File: src/rtl/rgc_pkg.sv
package rgc_pkg;

    typedef enum logic [1:0] {
        ST_IDLE   = 2'd0,
        ST_CHECK  = 2'd1,
        ST_READ   = 2'd2,
        ST_COMMIT = 2'd3
    } rgc_state_e;

    typedef enum logic [1:0] {
        VD_PASS     = 2'd0,
        VD_BAD_GATE = 2'd1,
        VD_BAD_RING = 2'd2
    } rgc_verdict_e;

    // caller ring must sit outside the execution ring and inside the call bracket
    function automatic logic ring_in_window(input int unsigned caller,
                                            input int unsigned exec_ring,
                                            input int unsigned bracket);
        return (exec_ring < caller) && (caller <= bracket);
    endfunction

endpackage

File: src/rtl/rgc_gate_check.sv
module rgc_gate_check
    import rgc_pkg::*;
#(
    parameter int RING_W = 3,
    parameter int GATE_W = 4
) (
    input  logic [GATE_W-1:0] gate,
    input  logic [GATE_W:0]   ngates,
    input  logic [RING_W-1:0] caller_ring,
    input  logic [RING_W-1:0] exec_ring,
    input  logic [RING_W-1:0] bracket,
    output rgc_verdict_e      verdict,
    output logic              legal
);
    localparam int NG_W = GATE_W + 1;

    logic gate_ok;
    logic ring_ok;

    assign gate_ok = {1'b0, gate} < ngates[NG_W-1:0];
    assign ring_ok = ring_in_window(int'(caller_ring), int'(exec_ring), int'(bracket));

    always_comb begin
        if (!gate_ok)      verdict = VD_BAD_GATE;
        else if (!ring_ok) verdict = VD_BAD_RING;
        else               verdict = VD_PASS;
    end

    assign legal = (verdict == VD_PASS);

    always_comb begin
        if (legal) assert (exec_ring < caller_ring)
            else $error("p_legal_inward_r3: pass with non-inward ring");
    end
endmodule

File: src/rtl/rgc_ctrl.sv
module rgc_ctrl
    import rgc_pkg::*;
(
    input  logic       clk,
    input  logic       rst,
    input  logic       call_valid,
    input  logic       legal,
    input  logic       mem_valid,
    output rgc_state_e state,
    output logic       accept,
    output logic       in_check,
    output logic       rd_done,
    output logic       in_commit,
    output logic       in_read
);
    rgc_state_e nxt;

    assign accept    = (state == ST_IDLE) && call_valid;
    assign in_check  = (state == ST_CHECK);
    assign in_read   = (state == ST_READ);
    assign rd_done   = in_read && mem_valid;
    assign in_commit = (state == ST_COMMIT);

    always_comb begin
        nxt = state;
        unique case (state)
            ST_IDLE:   if (call_valid) nxt = ST_CHECK;
            ST_CHECK:  nxt = legal ? ST_READ : ST_IDLE;
            ST_READ:   if (mem_valid) nxt = ST_COMMIT;
            ST_COMMIT: nxt = ST_IDLE;
            default:   nxt = ST_IDLE;
        endcase
    end

    always_ff @(posedge clk) begin
        if (rst) state <= ST_IDLE;
        else     state <= nxt;
    end

    p_idle_holds_r8: assert property (@(posedge clk) disable iff (rst)
        (state == ST_IDLE && !call_valid) |=> (state == ST_IDLE));

    p_check_one_cycle_r10: assert property (@(posedge clk) disable iff (rst)
        (state == ST_CHECK) |=> (state != ST_CHECK));
endmodule

File: src/rtl/rgc_ctx_regs.sv
module rgc_ctx_regs #(
    parameter int ADDR_W     = 16,
    parameter int RING_W     = 3,
    parameter int RESET_RING = 7
) (
    input  logic              clk,
    input  logic              rst,
    input  logic              commit,
    input  logic [ADDR_W-1:0] new_pc,
    input  logic [RING_W-1:0] new_ring,
    input  logic [ADDR_W-1:0] link_pc,
    output logic [ADDR_W-1:0] pc,
    output logic [RING_W-1:0] cur_ring,
    output logic [ADDR_W-1:0] ret_pc,
    output logic [RING_W-1:0] ret_ring
);
    always_ff @(posedge clk) begin
        if (rst) begin
            pc       <= '0;
            cur_ring <= RING_W'(RESET_RING);
            ret_pc   <= '0;
            ret_ring <= '0;
        end else if (commit) begin
            pc       <= new_pc;
            ret_pc   <= link_pc;
            ret_ring <= cur_ring;
            cur_ring <= new_ring;
        end
    end

    p_ctx_frozen_r4: assert property (@(posedge clk) disable iff (rst)
        !commit |=> ($stable(pc) && $stable(cur_ring) && $stable(ret_pc) && $stable(ret_ring)));
endmodule

File: src/rtl/ring_gate_call.sv
module ring_gate_call
    import rgc_pkg::*;
#(
    parameter int ADDR_W     = 16,
    parameter int RING_W     = 3,
    parameter int SEG_W      = 3,
    parameter int GATE_W     = 4,
    parameter int RESET_RING = (1 << RING_W) - 1
) (
    input  logic              clk,
    input  logic              rst,
    input  logic              call_valid,
    input  logic [SEG_W-1:0]  call_seg,
    input  logic [GATE_W-1:0] call_gate,
    input  logic [ADDR_W-1:0] call_ret_pc,
    output logic [SEG_W-1:0]  desc_idx,
    input  logic [ADDR_W-1:0] desc_base,
    input  logic [GATE_W:0]   desc_ngates,
    input  logic [RING_W-1:0] desc_xring,
    input  logic [RING_W-1:0] desc_cbrk,
    output logic              mem_req,
    output logic [ADDR_W-1:0] mem_addr,
    input  logic              mem_valid,
    input  logic [ADDR_W-1:0] mem_rdata,
    output logic              busy,
    output logic [ADDR_W-1:0] pc,
    output logic [RING_W-1:0] cur_ring,
    output logic [ADDR_W-1:0] ret_pc,
    output logic [RING_W-1:0] ret_ring,
    output logic              fault,
    output logic              done
);
    localparam int GPAD = ADDR_W - GATE_W;

    rgc_state_e   state;
    rgc_verdict_e verdict;
    logic accept, in_check, rd_done, in_commit, in_read, legal;

    logic [SEG_W-1:0]  seg_q;
    logic [GATE_W-1:0] gate_q;
    logic [ADDR_W-1:0] link_q;
    logic [ADDR_W-1:0] base_q;
    logic [RING_W-1:0] xring_q;
    logic [ADDR_W-1:0] entry_q;
    logic [ADDR_W-1:0] gate_addr;
    logic [ADDR_W-1:0] target_pc;
    logic fault_q, done_q;

    rgc_ctrl u_ctrl (
        .clk(clk), .rst(rst), .call_valid(call_valid), .legal(legal),
        .mem_valid(mem_valid), .state(state), .accept(accept),
        .in_check(in_check), .rd_done(rd_done), .in_commit(in_commit),
        .in_read(in_read)
    );

    rgc_gate_check #(.RING_W(RING_W), .GATE_W(GATE_W)) u_check (
        .gate(gate_q), .ngates(desc_ngates), .caller_ring(cur_ring),
        .exec_ring(desc_xring), .bracket(desc_cbrk),
        .verdict(verdict), .legal(legal)
    );

    rgc_ctx_regs #(.ADDR_W(ADDR_W), .RING_W(RING_W), .RESET_RING(RESET_RING)) u_ctx (
        .clk(clk), .rst(rst), .commit(in_commit), .new_pc(target_pc),
        .new_ring(xring_q), .link_pc(link_q), .pc(pc), .cur_ring(cur_ring),
        .ret_pc(ret_pc), .ret_ring(ret_ring)
    );

    always_ff @(posedge clk) begin
        if (rst) begin
            seg_q   <= '0;
            gate_q  <= '0;
            link_q  <= '0;
            base_q  <= '0;
            xring_q <= '0;
            entry_q <= '0;
            fault_q <= 1'b0;
            done_q  <= 1'b0;
        end else begin
            if (accept) begin
                seg_q  <= call_seg;
                gate_q <= call_gate;
                link_q <= call_ret_pc;
            end
            if (in_check) begin
                base_q  <= desc_base;
                xring_q <= desc_xring;
            end
            if (rd_done) entry_q <= mem_rdata;
            fault_q <= in_check && !legal;
            done_q  <= in_commit;
        end
    end

    assign desc_idx  = seg_q;
    assign gate_addr = base_q + {{GPAD{1'b0}}, gate_q};
    assign target_pc = base_q + entry_q;
    assign mem_req   = in_read;
    assign mem_addr  = gate_addr;
    assign busy      = (state != ST_IDLE);
    assign fault     = fault_q;
    assign done      = done_q;

    p_fault_keeps_state_r4: assert property (@(posedge clk) disable iff (rst)
        fault |-> ($stable(pc) && $stable(cur_ring) && $stable(ret_pc) && $stable(ret_ring)));

    p_req_hold_r5: assert property (@(posedge clk) disable iff (rst)
        (mem_req && !mem_valid) |=> (mem_req && $stable(mem_addr)));

    p_ring_inward_r7: assert property (@(posedge clk) disable iff (rst)
        done |-> (cur_ring < ret_ring));

    p_ret_ring_r7: assert property (@(posedge clk) disable iff (rst)
        done |-> (ret_ring == $past(cur_ring)));

    p_excl_r10: assert property (@(posedge clk) disable iff (rst)
        !(done && fault));

    p_fault_pulse_r10: assert property (@(posedge clk) disable iff (rst)
        fault |=> !fault);

    p_busy_start_r8: assert property (@(posedge clk) disable iff (rst)
        $rose(busy) |-> $past(call_valid));
endmodule

File: config.mk
export PLATFORM = sky130hd
export DESIGN_NAME = ring_gate_call
export DESIGN_NICKNAME = d
export VERILOG_FILES = /design/src/rtl/rgc_pkg.sv /design/src/rtl/rgc_gate_check.sv /design/src/rtl/rgc_ctrl.sv /design/src/rtl/rgc_ctx_regs.sv /design/src/rtl/ring_gate_call.sv
export SDC_FILE = /design/constraint.sdc
export NUM_CORES = 1
export LEC_CHECK = 0
export ABC_AREA = 1
export ABC_CLOCK_PERIOD_IN_PS = 2500
export CORE_MARGIN = 5
export CORE_UTILIZATION = 50
export DETAILED_ROUTE_END_ITERATION = 8
export PLACE_DENSITY = 0.81
export SLEW_MARGIN = 20
export SYNTH_ARGS = -nofsm -noshare
export SYNTH_HDL_FRONTEND = slang
export SYNTH_HIERARCHICAL = 1
export SYNTH_SLANG_ARGS = --single-unit
File: constraint.sdc
create_clock -name clk -period 2.5 [get_ports clk]
set_clock_uncertainty 0.05 [all_clocks]
set_input_delay 0.5 -clock clk [delete_from_list [all_inputs] [get_ports clk]]
set_output_delay 0.5 -clock clk [all_outputs]
set_load 0.05 [all_outputs]
==> impl.org, run 1 <==
** Run status
- The flow ran to the end, and the final reports show no timing, DRC or antenna violations.

** Power and ir drop
- Cell internal power was estimated by the tool at 2.376 mW.
- Final Total Pwr :: 3.491 mW
- Clock share of power :: 30.9%
- Summed over all cells, the static leakage comes to between 3 and 4 nW.
- Combinational share of power :: ~20%
- The worst-case IR drop observed on VDD is 0.3157 mV.
- Of the total power, registers draw 49.1%.
- Pwr per Cell Area :: 486.4 nW/µm²
- Switching power of the nets :: 1.115 mW
- Fraction of power spent switching nets :: 31.94%

** Timing
- Setup repair after global routing could not meet its margin everywhere.
- Setup violations remaining at the end of the flow were counted as 0.
- Max-slew violation total from the final report :: 0
- Final critical-path required period :: 2466 ps
- Actual transition at the worst max-transition pin :: 769.4 ps
- Setup slack on the critical path of the routed design comes to 33.62 ps.
- Headroom to the max-slew limit came out at 48.65%.
- Final Hold Fails :: 0
- Timing would allow up to 405.5 MHz.
- Period utilization :: 98.66%

** Floorplanning
- Top Ports :: 131
- Num rows :: 37
- Placeable core area :: 10320 µm²
- The floorplan step defined a die boundary enclosing 12790 µm².
- Overall die height :: between 100 and 150 µm
- The floorplan step set the die width to ~110 µm.
- Once the floorplan was initialized, standard cells occupied between 50% and 60% of the core.

** Final layout
- The count of cells in the finished layout, fillers not included, comes to about 1100.
- Final core utilization :: 69.52%
- For this run, the post-layout net count is just over 1000.
- The area growth from synthesis to layout is 35.06%.
- Combined area of the multi-input logic cells :: 2851 µm²
- The number of antenna diodes in the final layout is 0.
- The sequential cells in the finished layout cover a total of 2014 µm².
- Summing all non-filler instances in the final layout gives an area of 7177 µm².
- Share of layout cells above drive strength 1 :: just under 9%
- Fill cell total of the finished layout :: 906

** Clocking
- Reg clk slew, reported paths :: 110 ps
- CTS built an H-tree with a depth of 3.
- The clock passes through at most 2 buffers.
- TritonCTS created 9 clock buffers.
- Clock insertion delay at the later pin of the skew report :: 370 ps
- Root buf cell :: sky130_fd_sc_hd__clkbuf_8
- Sink Count :: 100
- TritonCTS built the clock tree.

** Critical path
- At the worst endpoint, the required time is 1950 ps.
- Worst-path cell chain :: ha_4 > fa_2 > nand3_2 > nand2_4 > nand2_4 > nor2_4 > nand2_1 > nand2_1 > nand2_2 > buf_12
- Biggest fanout along the worst timing path :: 4
- The worst register-to-register path has a depth of 13.
- Master of the slowest instance on the critical path :: sky130_fd_sc_hd__fa_2
- Data on the critical path arrives at its endpoint at 1920 ps.
- The worst register-to-register path begins at base_q[0].
- The endpoint identified for the worst register-to-register timing path is u_ctx/pc[8].
- Flop2flop setup slack :: 430 ps
- The number of buffers and inverters on the critical path is 1.
- Type of the worst setup path :: reg -> out
- The cell family contributing the most delay on the critical path is adder cells.
- Max incr delay on CP :: 370 ps
- The worst setup path is launched from a flip-flop.
- Endpoint type of the worst setup path :: primary output

** Flow run
- Across the run, the number of max-cap violations was 0.

** Global routing
- The initial antenna violation count is 0.
- For this run the aggregate overflow at the end of global routing stands at 0.
- The number of global-route vias before repair is 4681.
- Pin count of the biggest net entering global routing :: 76
- Across every metal layer, demand over resource in global routing totals 20.73%.
- Global-route wire length before repair :: 21.87 mm

** Placed design
- Cells after DPL :: 1048
- Routability congestion estimate :: 0.8852
- Prior to clock tree synthesis, the placed netlist has a worst setup slack of between 200 and 300 ps.
- Detailed placer's ending HPWL :: 9.965 mm
- Summing all placed instances gives a cell area of 6810 µm².
- Port bufs :: 130

** Route
- First-pass detailed-route iteration total :: 5
- For this block, the initial DRC count from the detailed router was about 380.
- After detailed routing, the number of remaining DRC violations is 0.
- WL per Instance :: 13.09 µm
- Using the TritonRoute via totals, the vias-per-cell ratio works out to 4.808.
- Residual antenna-violating net count after detailed routing :: 0
- Count of vias placed by the detailed router :: 5145
- The routed design has 14.00 mm of wire.

** Synthesis
- Netlist area before placement :: 5314 µm²
- Synthesized area per cell :: 6.585 µm²
- Synthesis warning total :: 6
- Synthesis produced 807 cells.
- Post-Syn Nets :: ~900

** Hold path
- The startpoint identified for the worst hold timing path is rst.
- Worst min-delay path endpoint :: u_ctx/cur_ring[1]
- Worst hold path cell count :: 3
- The min-delay analysis places its worst path in the category in -> reg.
[area by class of cell]
cell class / instances / area share (%)
clock buffers: 9 / 1.726
clock inverters: 7 / 1.203
inverters: 101 / 5.282
multi-input cells: 575 / 39.73
flip-flops and latches: 100 / 28.07
well taps: 136 / 2.371
repair buffers: 142 / 21.62
[cells in the final DEF (no fill, tap or decap), types with 2 or more instances in the layout]
master                            instances
sky130_fd_sc_hd__a21oi_1                 66
sky130_fd_sc_hd__a21oi_2                  2
sky130_fd_sc_hd__buf_12                  16
sky130_fd_sc_hd__buf_4                   11
sky130_fd_sc_hd__clkbuf_8                 9
sky130_fd_sc_hd__clkdlybuf4s50_1        113
sky130_fd_sc_hd__clkinv_8                 2
sky130_fd_sc_hd__dfxtp_1                 92
sky130_fd_sc_hd__dfxtp_2                  7
sky130_fd_sc_hd__ha_1                    24
sky130_fd_sc_hd__ha_4                     3
sky130_fd_sc_hd__inv_1                   99
sky130_fd_sc_hd__inv_2                    2
sky130_fd_sc_hd__inv_6                    2
sky130_fd_sc_hd__nand2_1                306
sky130_fd_sc_hd__nand2_2                  6
sky130_fd_sc_hd__nand2_4                  3
sky130_fd_sc_hd__nand3_1                 22
sky130_fd_sc_hd__nand3b_1                 5
sky130_fd_sc_hd__nand4_1                  5
sky130_fd_sc_hd__nor2_1                  94
sky130_fd_sc_hd__nor2_2                   2
sky130_fd_sc_hd__nor2_4                   2
sky130_fd_sc_hd__nor3_1                   6
sky130_fd_sc_hd__xnor2_1                  5
sky130_fd_sc_hd__xor2_1                   9
sky130_fd_sc_hd__xor2_2                   4
[sequential cells by signal, indices dropped and copies added (netlist names), 3 cells and up, named ones only]
register and count:
desc_idx 3, gate_q 4, entry_q 16, link_q 16, u_ctx/ret_pc 16, base_q 16
xring_q 3, u_ctx/ret_ring 3, u_ctx/pc 16, u_ctx/cur_ring 3
[stage by stage]
step	hold WS, ps	TNS, ps
after CTS	395.6	-22.99
after global placement	398.3	0
after detailed placement	402.9	0
after global routing	400.1	-507.8
final	403.2	0
after floorplan	390.1	0
[how the worst max path moves through the flow]
stage | from | endpoint | slack [ps] | depth (start not counted)
3_3_place_gp | gate_q[0] | mem_addr[14] | 320 | 10
6_report | gate_q[0] | mem_addr[14] | 30 | 10
2_1_floorplan | gate_q[0] | mem_addr[4] | 90 | 5
4_1_cts | gate_q[0] | mem_addr[14] | -10 | 10
3_5_place_dp | gate_q[0] | mem_addr[14] | 270 | 10
5_1_grt | base_q[2] | mem_addr[9] | -80 | 9
[routing by layer]
layer / GRT usage [%] / share of wire, % / up-vias
li1: - / - / 2698
met1: 29.05 / 47 / 2268
met2: 32.39 / 46 / 159
met3: 3.155 / 5.7 / 20
met4: 7.532 / 2.1 / 0
met5: 0 / 0 / -
[power by group through the flow]
stage | clock (mW) | combinational, mW | sequential (mW)
floorplan | 0 | 0.347 | 1.78
global placement | 0 | 0.672 | 1.74
detailed placement | 0 | 0.677 | 1.74
CTS | 1.09 | 0.687 | 1.71
global route | 1.16 | 0.756 | 1.72
finish | 1.08 | 0.699 | 1.71
[worst register-to-register path, delay by kind of cell (launching register included)]
kind	cells	cell delay (ps)
adder cells (fa/ha/maj)	2	640
AND/OR/NAND/NOR	8	590
flip-flops	1	350
buffers and inverters	2	180
XOR/XNOR	1	130
[what timing repair did]
item	CTS	global route
buffers inserted	2	4
gates resized for setup	9	17
pin swaps	2	8
hold buffers	0	0
endpoints found under the setup margin	9	12
(Power assumes the default switching activity.)
==> run 2, diff against run 1 <==
--- a/config.mk
+++ b/config.mk
@@ -11,6 +11,7 @@
 export CORE_UTILIZATION = 50
 export DETAILED_ROUTE_END_ITERATION = 8
 export PLACE_DENSITY = 0.81
+export SETUP_SLACK_MARGIN = 0.4
 export SLEW_MARGIN = 20
 export SYNTH_ARGS = -nofsm -noshare
 export SYNTH_HDL_FRONTEND = slang
==> run 2 against run 1 <==
Clock power hardly changed. Sequential power hardly changed. Non-clock buffer count increased by 11. Combinational power increased by 6.0%. First-iteration DRC count down 5.8%. Critical path depth unchanged. Setup slack better by 4.9 ps. Critical path type unchanged. Power up 0.49%. Sequential share of layout area down 1.0 points. Maximum frequency grew 0.20%. Via count is 3.5% higher.
==> impl.org, run 2 (synthesis gave the netlist of run 1 again) <==
** Critical path
- CP bufs+invs :: 1 (unchanged)
- FF-to-FF End :: u_ctx/pc[14]
- The most numerous cell type found on the critical path is sky130_fd_sc_hd__nand2_4.
- The reg-to-reg setup timing slack is 540 ps (+110 ps).
- Endpoint type of the worst setup path :: primary output
- The startpoint identified for the worst register-to-register timing path is base_q[0].
- STA classifies the critical path startpoint as a flip-flop.
- The critical-path maximum fanout came to 4 (unchanged).
- The data arrival time at the worst-slack endpoint was 1910 ps (about the same).
- By startpoint and endpoint, the worst setup path is classified as reg -> out.
- Max incr delay on CP :: 360 ps (about the same)
- The signal on the critical path passes through ha_4 > fa_2 > nand3_2 > nand2_4 > nand2_4 > nor2_4 > nand2_1 > nand2_2 > nand2_4 > buf_12.
- Number of cells on the worst reg-to-reg path :: 15 (+2)
- Master of the slowest instance on the critical path :: sky130_fd_sc_hd__fa_2
- Kind of cell adding the most delay to the critical path :: simple AND/OR/NAND/NOR gates
- Worst endpoint required time :: 1950 ps (about the same)

** Run status
- The flow ran to the end, and the final reports show no timing, DRC or antenna violations.

** Clocking
- Number of buffers inserted for hold repair after clock tree synthesis :: 0 (unchanged)
- Buffer levels on the longest clock path :: 2 (unchanged)
- Clock tree from TritonCTS :: yes
- In this run the clock root is driven by a sky130_fd_sc_hd__clkbuf_8.
- The clock edge transition at the registers on the reported setup and hold paths was 110 ps (about the same).
- The TritonCTS sink count came to 100 (unchanged).
- Number of H-tree levels :: 3 (unchanged)
- Clock insertion delay at the later pin of the skew report :: 370 ps (about the same)
- The number of buffers created by CTS was 9 (unchanged).

** Flow run
- The number of maximum-capacitance constraint violations came to 0 (unchanged).

** Global routing
- Via count of the first global-routing pass :: 5101 (+9.0%)
- Pin count of the biggest net entering global routing :: 76 (unchanged)
- GRT Util Overall :: 23.33% (+2.6 points)
- Antenna violations before repair :: 1 (+1)
- Global-route wire length before repair :: 24.26 mm (+11%)
- The global-route congestion overflow total was 0 (unchanged).

** Timing
- The number of pins exceeding their max-slew limit in the final report was 0 (unchanged).
- Actual transition at the worst max-transition pin :: 713.2 ps (-56.15 ps)
- The total negative slack for setup checks is 0 ps (unchanged).
- The top achievable clock speed is 406.3 MHz (+0.20%).
- Setup Viol. Count Final :: 0 (unchanged)
- Setup slack after layout :: 38.50 ps (+4.879 ps)
- The worst hold slack across all endpoints is 389.8 ps (-13.36 ps).
- Worst slew margin relative to its limit :: 52.40% (+3.7 points)
- Unrepaired setup endpoints after global routing :: yes
- Final critical-path required period :: 2462 ps (-4.879 ps)
- Period utilization :: 98.46% (-0.20 points)
- Final Hold Fails :: 0 (unchanged)

** Route
- Post-route DRC :: 0 (unchanged)
- Detailed router's first-iteration violation count :: 355 (-5.8%)
- The average routed wire per standard cell was 14.00 µm (+7.0%).
- The number of nets still failing antenna checks after routing was 0 (unchanged).
- Count of vias placed by the detailed router :: 5324 (+3.5%)
- The number of optimization iterations in the first detailed-route pass was 5 (unchanged).
- Sum of routed wire length over all layers :: 15.15 mm (+8.2%)
- Vias per std cell :: 4.921 (+2.3%)

** Placed design
- The placed wire-length estimate is 10.36 mm (+4.0%).
- The global placement routability congestion is 0.9062 (+2.4%).
- Post-placement setup slack :: 275.5 ps (+7.322 ps)
- Port bufs :: 130 (unchanged)
- The post-place instance area is 6927 µm² (+1.7%).

** Floorplanning
- The total core area was 10320 µm² (unchanged).
- Num rows :: 37 (unchanged)
- The overall die width was 113.1 µm (unchanged).
- The height of the die was 113.1 µm (unchanged).
- The starting density of the core was 51.47% (unchanged).
- The count of boundary I/O pins was 131 (unchanged).
- The area of the die was 12790 µm² (unchanged).

** Hold path
- Worst hold path cell count :: 2 (-1)
- The path with the worst hold slack has its endpoint at entry_q[0].
- Startpoint of the tightest hold check path :: rst
- Worst Hold Class :: in -> reg

** Final layout
- Top library cells by usage in the layout, fill and taps aside :: sky130_fd_sc_hd__nand2_1 (297), sky130_fd_sc_hd__inv_1 (99), sky130_fd_sc_hd__nor2_1 (94)
- The proportion of layout cells with a drive suffix above 1 was 13.12% (+4.3 points).
- The total number of nets in the final design was 1039 (+1.1%).
- Area growth from synthesis to final layout :: 40.99%
- Final instance area :: 7492 µm² (+4.4%)
- Commonest non-fill, non-tap cell in the layout :: sky130_fd_sc_hd__nand2_1

** Power and ir drop
- Pwr per Cell Area :: 468.2 nW/µm² (-3.7%)
- Peak ir drop on the vdd network :: 0.3138 mV (-0.59%)
- The static leakage power was 3.877 nW (+19%).
- The total power draw came to 3.508 mW (+0.49%).
## run 2: timing repair
item	4_1_cts	5_1_grt
gates cloned	0	0
endpoints found under the setup margin	31	51
gates resized for setup	58	46
pin swaps	12	7
buffers inserted	10	1
## run 2: worst max-delay path by stage
stage	start	end	slack, ps	cells after the start
4_1_cts	base_q[0]	mem_addr[10]	20	8
2_1_floorplan	gate_q[0]	mem_addr[10]	200	7
3_5_place_dp	gate_q[0]	mem_addr[10]	280	8
3_3_place_gp	gate_q[0]	mem_addr[14]	290	10
6_report	base_q[0]	mem_addr[14]	40	10
5_1_grt	base_q[0]	mem_addr[14]	-40	10
## run 2: layout make-up
cell class / instances / area, µm²
Timing Repair Buffer: 153 / 1695
Clock buffer: 9 / 123.9
Inverter: 101 / 379.1
Tap cell: 136 / 170.2
Clock inverter: 7 / 73.82
Fill cell: 800 / 2831
Antenna cell: 1 / 2.502
Multi-Input combinational cell: 575 / 3023
Sequential cell: 100 / 2024
## run 2: metal layers
metal  GRT usage, %  routed length, µm  vias up
met3          5.348               1165       43
met2          39.73               7296      210
met5              0                  0        -
met4          7.933                499        0
li1               -                  -     2717
met1          29.07               6187     2354
## run 2: through the flow
step	util (%)	instances
detailed placement	67.09	1054
floorplan	-	807
global route	72.57	1082
finish	72.57	1082
global placement	67.09	1054
CTS	71.24	1080
## run 2: where the power goes
group	switching, mW	internal, mW	leakage [nW]
logic	0.409	0.333	2.96
registers	0.0631	1.65	0.819
clock network	0.582	0.468	0.100
==> run 3, diff against run 2 <==
--- a/config.mk
+++ b/config.mk
@@ -5,10 +5,9 @@
 export SDC_FILE = /design/constraint.sdc
 export NUM_CORES = 1
 export LEC_CHECK = 0
-export ABC_AREA = 1
 export ABC_CLOCK_PERIOD_IN_PS = 2500
 export CORE_MARGIN = 5
-export CORE_UTILIZATION = 50
+export CORE_UTILIZATION = 49
 export DETAILED_ROUTE_END_ITERATION = 8
 export PLACE_DENSITY = 0.81
 export SETUP_SLACK_MARGIN = 0.4
==> run 3 against run 2 <==
The run now ends with negative setup slack left. Setup slack lost 260 ps. Highest routed layer unchanged. Critical endpoint is now mem_addr[6]. Critical path type unchanged. Sequential power hardly changed. First-iteration DRC count fell by 45%.
==> impl.org, run 3 <==
** Timing
- Max-slew violation total from the final report :: 0 (unchanged)
- Final critical-path required period :: 2719 ps (+257.4 ps)
- Max Fclk :: 367.8 MHz (-9.5%)
- Setup Viol. Count Final :: 12 (+12)
- The hold violation count in the final report was 0 (unchanged).
- Setup repair after global routing could not meet its margin everywhere.
- Actual transition at the worst max-transition pin :: 627.2 ps (-86.02 ps)
- The worst slew margin relative to its limit was 58.19% (+5.8 points).
- Period utilization :: 108.8% (+10 points)
- The worst path setup slack after routing was -218.9 ps (-257.4 ps).

** Floorplanning
- The overall die width came to 109.3 µm (-3.4%).
- The area of the die was 11940 µm² (-6.7%).
- The standard-cell row count was 36 (-2.7%).
- Overall die height :: 109.3 µm (-3.4%)
- The count of boundary I/O pins was 131 (unchanged).
- Effective utilization at floorplan :: 49.86% (-1.6 points)
- The total core area is 9684 µm² (-6.2%).

** Final layout
- Share of layout cells above drive strength 1 :: 21.73% (+8.6 points)
- Top library cells by usage in the layout, fill and taps aside :: sky130_fd_sc_hd__nor2_1 (97), sky130_fd_sc_hd__mux2i_1 (95), sky130_fd_sc_hd__dfxtp_1 (91)
- The area growth from synthesis to layout is 54.60%.
- The number of antenna diodes was 0 (-1).
- Final core utilization :: 77.08% (+4.5 points)
- Commonest non-fill, non-tap cell in the layout :: sky130_fd_sc_hd__nor2_1
- The number of standard cells in the layout, taps in and fillers out was 782 (-28%).
- Number of nets in the layout :: 743 (-28%)

** Critical path
- Biggest fanout along the worst timing path :: 3 (-1)
- Arr. time, crit path :: 2170 ps (+260 ps)
- Critical Path Source Type :: flip-flop
- By startpoint and endpoint, the worst setup path is classified as reg -> out.
- Endpoint type of the worst setup path :: primary output
- Worst endpoint required time :: 1950 ps (about the same)

** Power and ir drop
- The maximum VDD drop is 0.3280 mV (+4.5%).
- Pwr per Cell Area :: 476.5 nW/µm² (+1.8%)
- Final Total Pwr :: 3.557 mW (+1.4%)
- The static leakage power came to 3.543 nW (-8.6%).

** Clocking
- Buffer levels on the longest clock path :: 2 (unchanged)
- The number of buffers created by CTS came to 9 (unchanged).
- TritonCTS built the clock tree.
- The TritonCTS sink count came to 100 (unchanged).
- Clock insertion delay at the later pin of the skew report :: 360 ps (about the same)
- The number of H-tree branching levels is 3 (unchanged).
- The tree is rooted in a sky130_fd_sc_hd__clkbuf_8.
- The clock edge transition at the registers on the reported setup and hold paths was 100 ps (about the same).
- Number of buffers inserted for hold repair after clock tree synthesis :: 0 (unchanged)

** Route
- Sum of routed wire length over all layers :: 13.72 mm (-9.4%)
- The number of vias per cell after detailed routing is 5.265 (+7.0%).
- Residual antenna-violating net count after detailed routing :: 0 (unchanged)
- Count of vias placed by the detailed router :: 4117 (-23%)
- First-pass detailed-route iteration total :: 4 (-1)
- Detailed router's first-iteration violation count :: 197 (-45%)
- WL per Instance :: 17.55 µm (+25%)
- The post-route DRC violation count came to 0 (unchanged).

** Synthesis
- Netlist area before placement :: 4828 µm² (-9.1%)
- The net count after synthesis was 591 (-35%).
- The number of warnings issued by yosys came to 6 (unchanged).
- Synthesized area per cell :: 9.814 µm² (+49%)
- Post-synthesis cell count :: 492 (-39%)

** Run status
- The final reports fail on negative setup slack.
- The flow ran to the end, but the final reports show violations.

** Global routing
- The initial antenna violation count was 0 (-1).
- GRT Util Overall :: 21.78% (-1.5 points)
- The wire length of the first global-routing pass came to 20.38 mm (-16%).
- Via count of the first global-routing pass :: 4234 (-17%)
- The global-route congestion overflow total was 0 (unchanged).
- The maximum number of pins on one net before global-route repair was 43 (-43%).

** Placed design
- The worst slack at placement was 70.71 ps (-204.8 ps).
- Cells after DPL :: 747 (-29%)
- The number of I/O port buffers came to 130 (unchanged).
- Routability congestion estimate :: 0.9152 (+0.99%)
- The placed wire-length estimate is 9.604 mm (-7.3%).

** Flow run
- Max-cap violations :: 0 (unchanged)

** Hold path
- The tightest min-delay check is of the in -> reg type.
## run 3: layer usage
layer | up-vias | global-route usage [%] | wire length, µm
li1 | 1996 | - | -
met4 | 0 | 5.699 | 241
met3 | 20 | 5.447 | 773
met1 | 1972 | 24.33 | 5452
met5 | - | 0 | 0
met2 | 129 | 40.92 | 7255
## run 3: final cells by class
type	count	area, µm²
Inverter	16	60.06
Sequential cell	100	2023
Clock buffer	11	141.4
Clock inverter	5	82.58
Multi-Input combinational cell	352	3233
Timing Repair Buffer	165	1758
Fill cell	642	2220
Tap cell	133	166.4
## run 3: final timing paths
check / startpoint / to / slack [ps] / depth (start not counted)
setup / recovery: gate_q[0] / mem_addr[6] / -220 / 8
hold / removal: rst / desc_idx[2] / 410 / 2
setup reg to reg: base_q[0] / u_ctx/pc[12] / 110 / 10
hold reg to reg: xring_q[2] / u_ctx/cur_ring[2] / 420 / 1
## run 3: what timing repair did
| action | CTS | global route |
|---|---|---|
| resized for setup | 51 | 53 |
| setup buffers | 7 | 12 |
| pin swaps | 23 | 19 |
| endpoints found under the setup margin | 37 | 54 |
## run 3: critical path, stage by stage (launching register included)
cell	delay (ps)
sky130_fd_sc_hd__dfxtp_4	370
sky130_fd_sc_hd__ha_4	170
sky130_fd_sc_hd__fa_2	350
sky130_fd_sc_hd__a21o_1	190
sky130_fd_sc_hd__a21oi_4	210
sky130_fd_sc_hd__buf_6	160
sky130_fd_sc_hd__nor2_4	40
sky130_fd_sc_hd__xor2_4	160
sky130_fd_sc_hd__buf_12	150
## run 3: power by group
group,leakage [nW],switching [mW],internal [mW]
registers,0.817,0.0496,1.65
logic,2.61,0.353,0.346
clock network,0.114,0.564,0.598
total,3.54,0.967,2.59
## run 3: through the flow
stage	setup TNS (ps)	area [µm²]	hold slack, ps
final	-1836	7465	411.1
after global routing	-2930	7465	400.2
after CTS	-2018	7183	395.5
after detailed placement	0	6734	399.4
after global placement	0	6734	394.5
after floorplan	0	5167	388.3
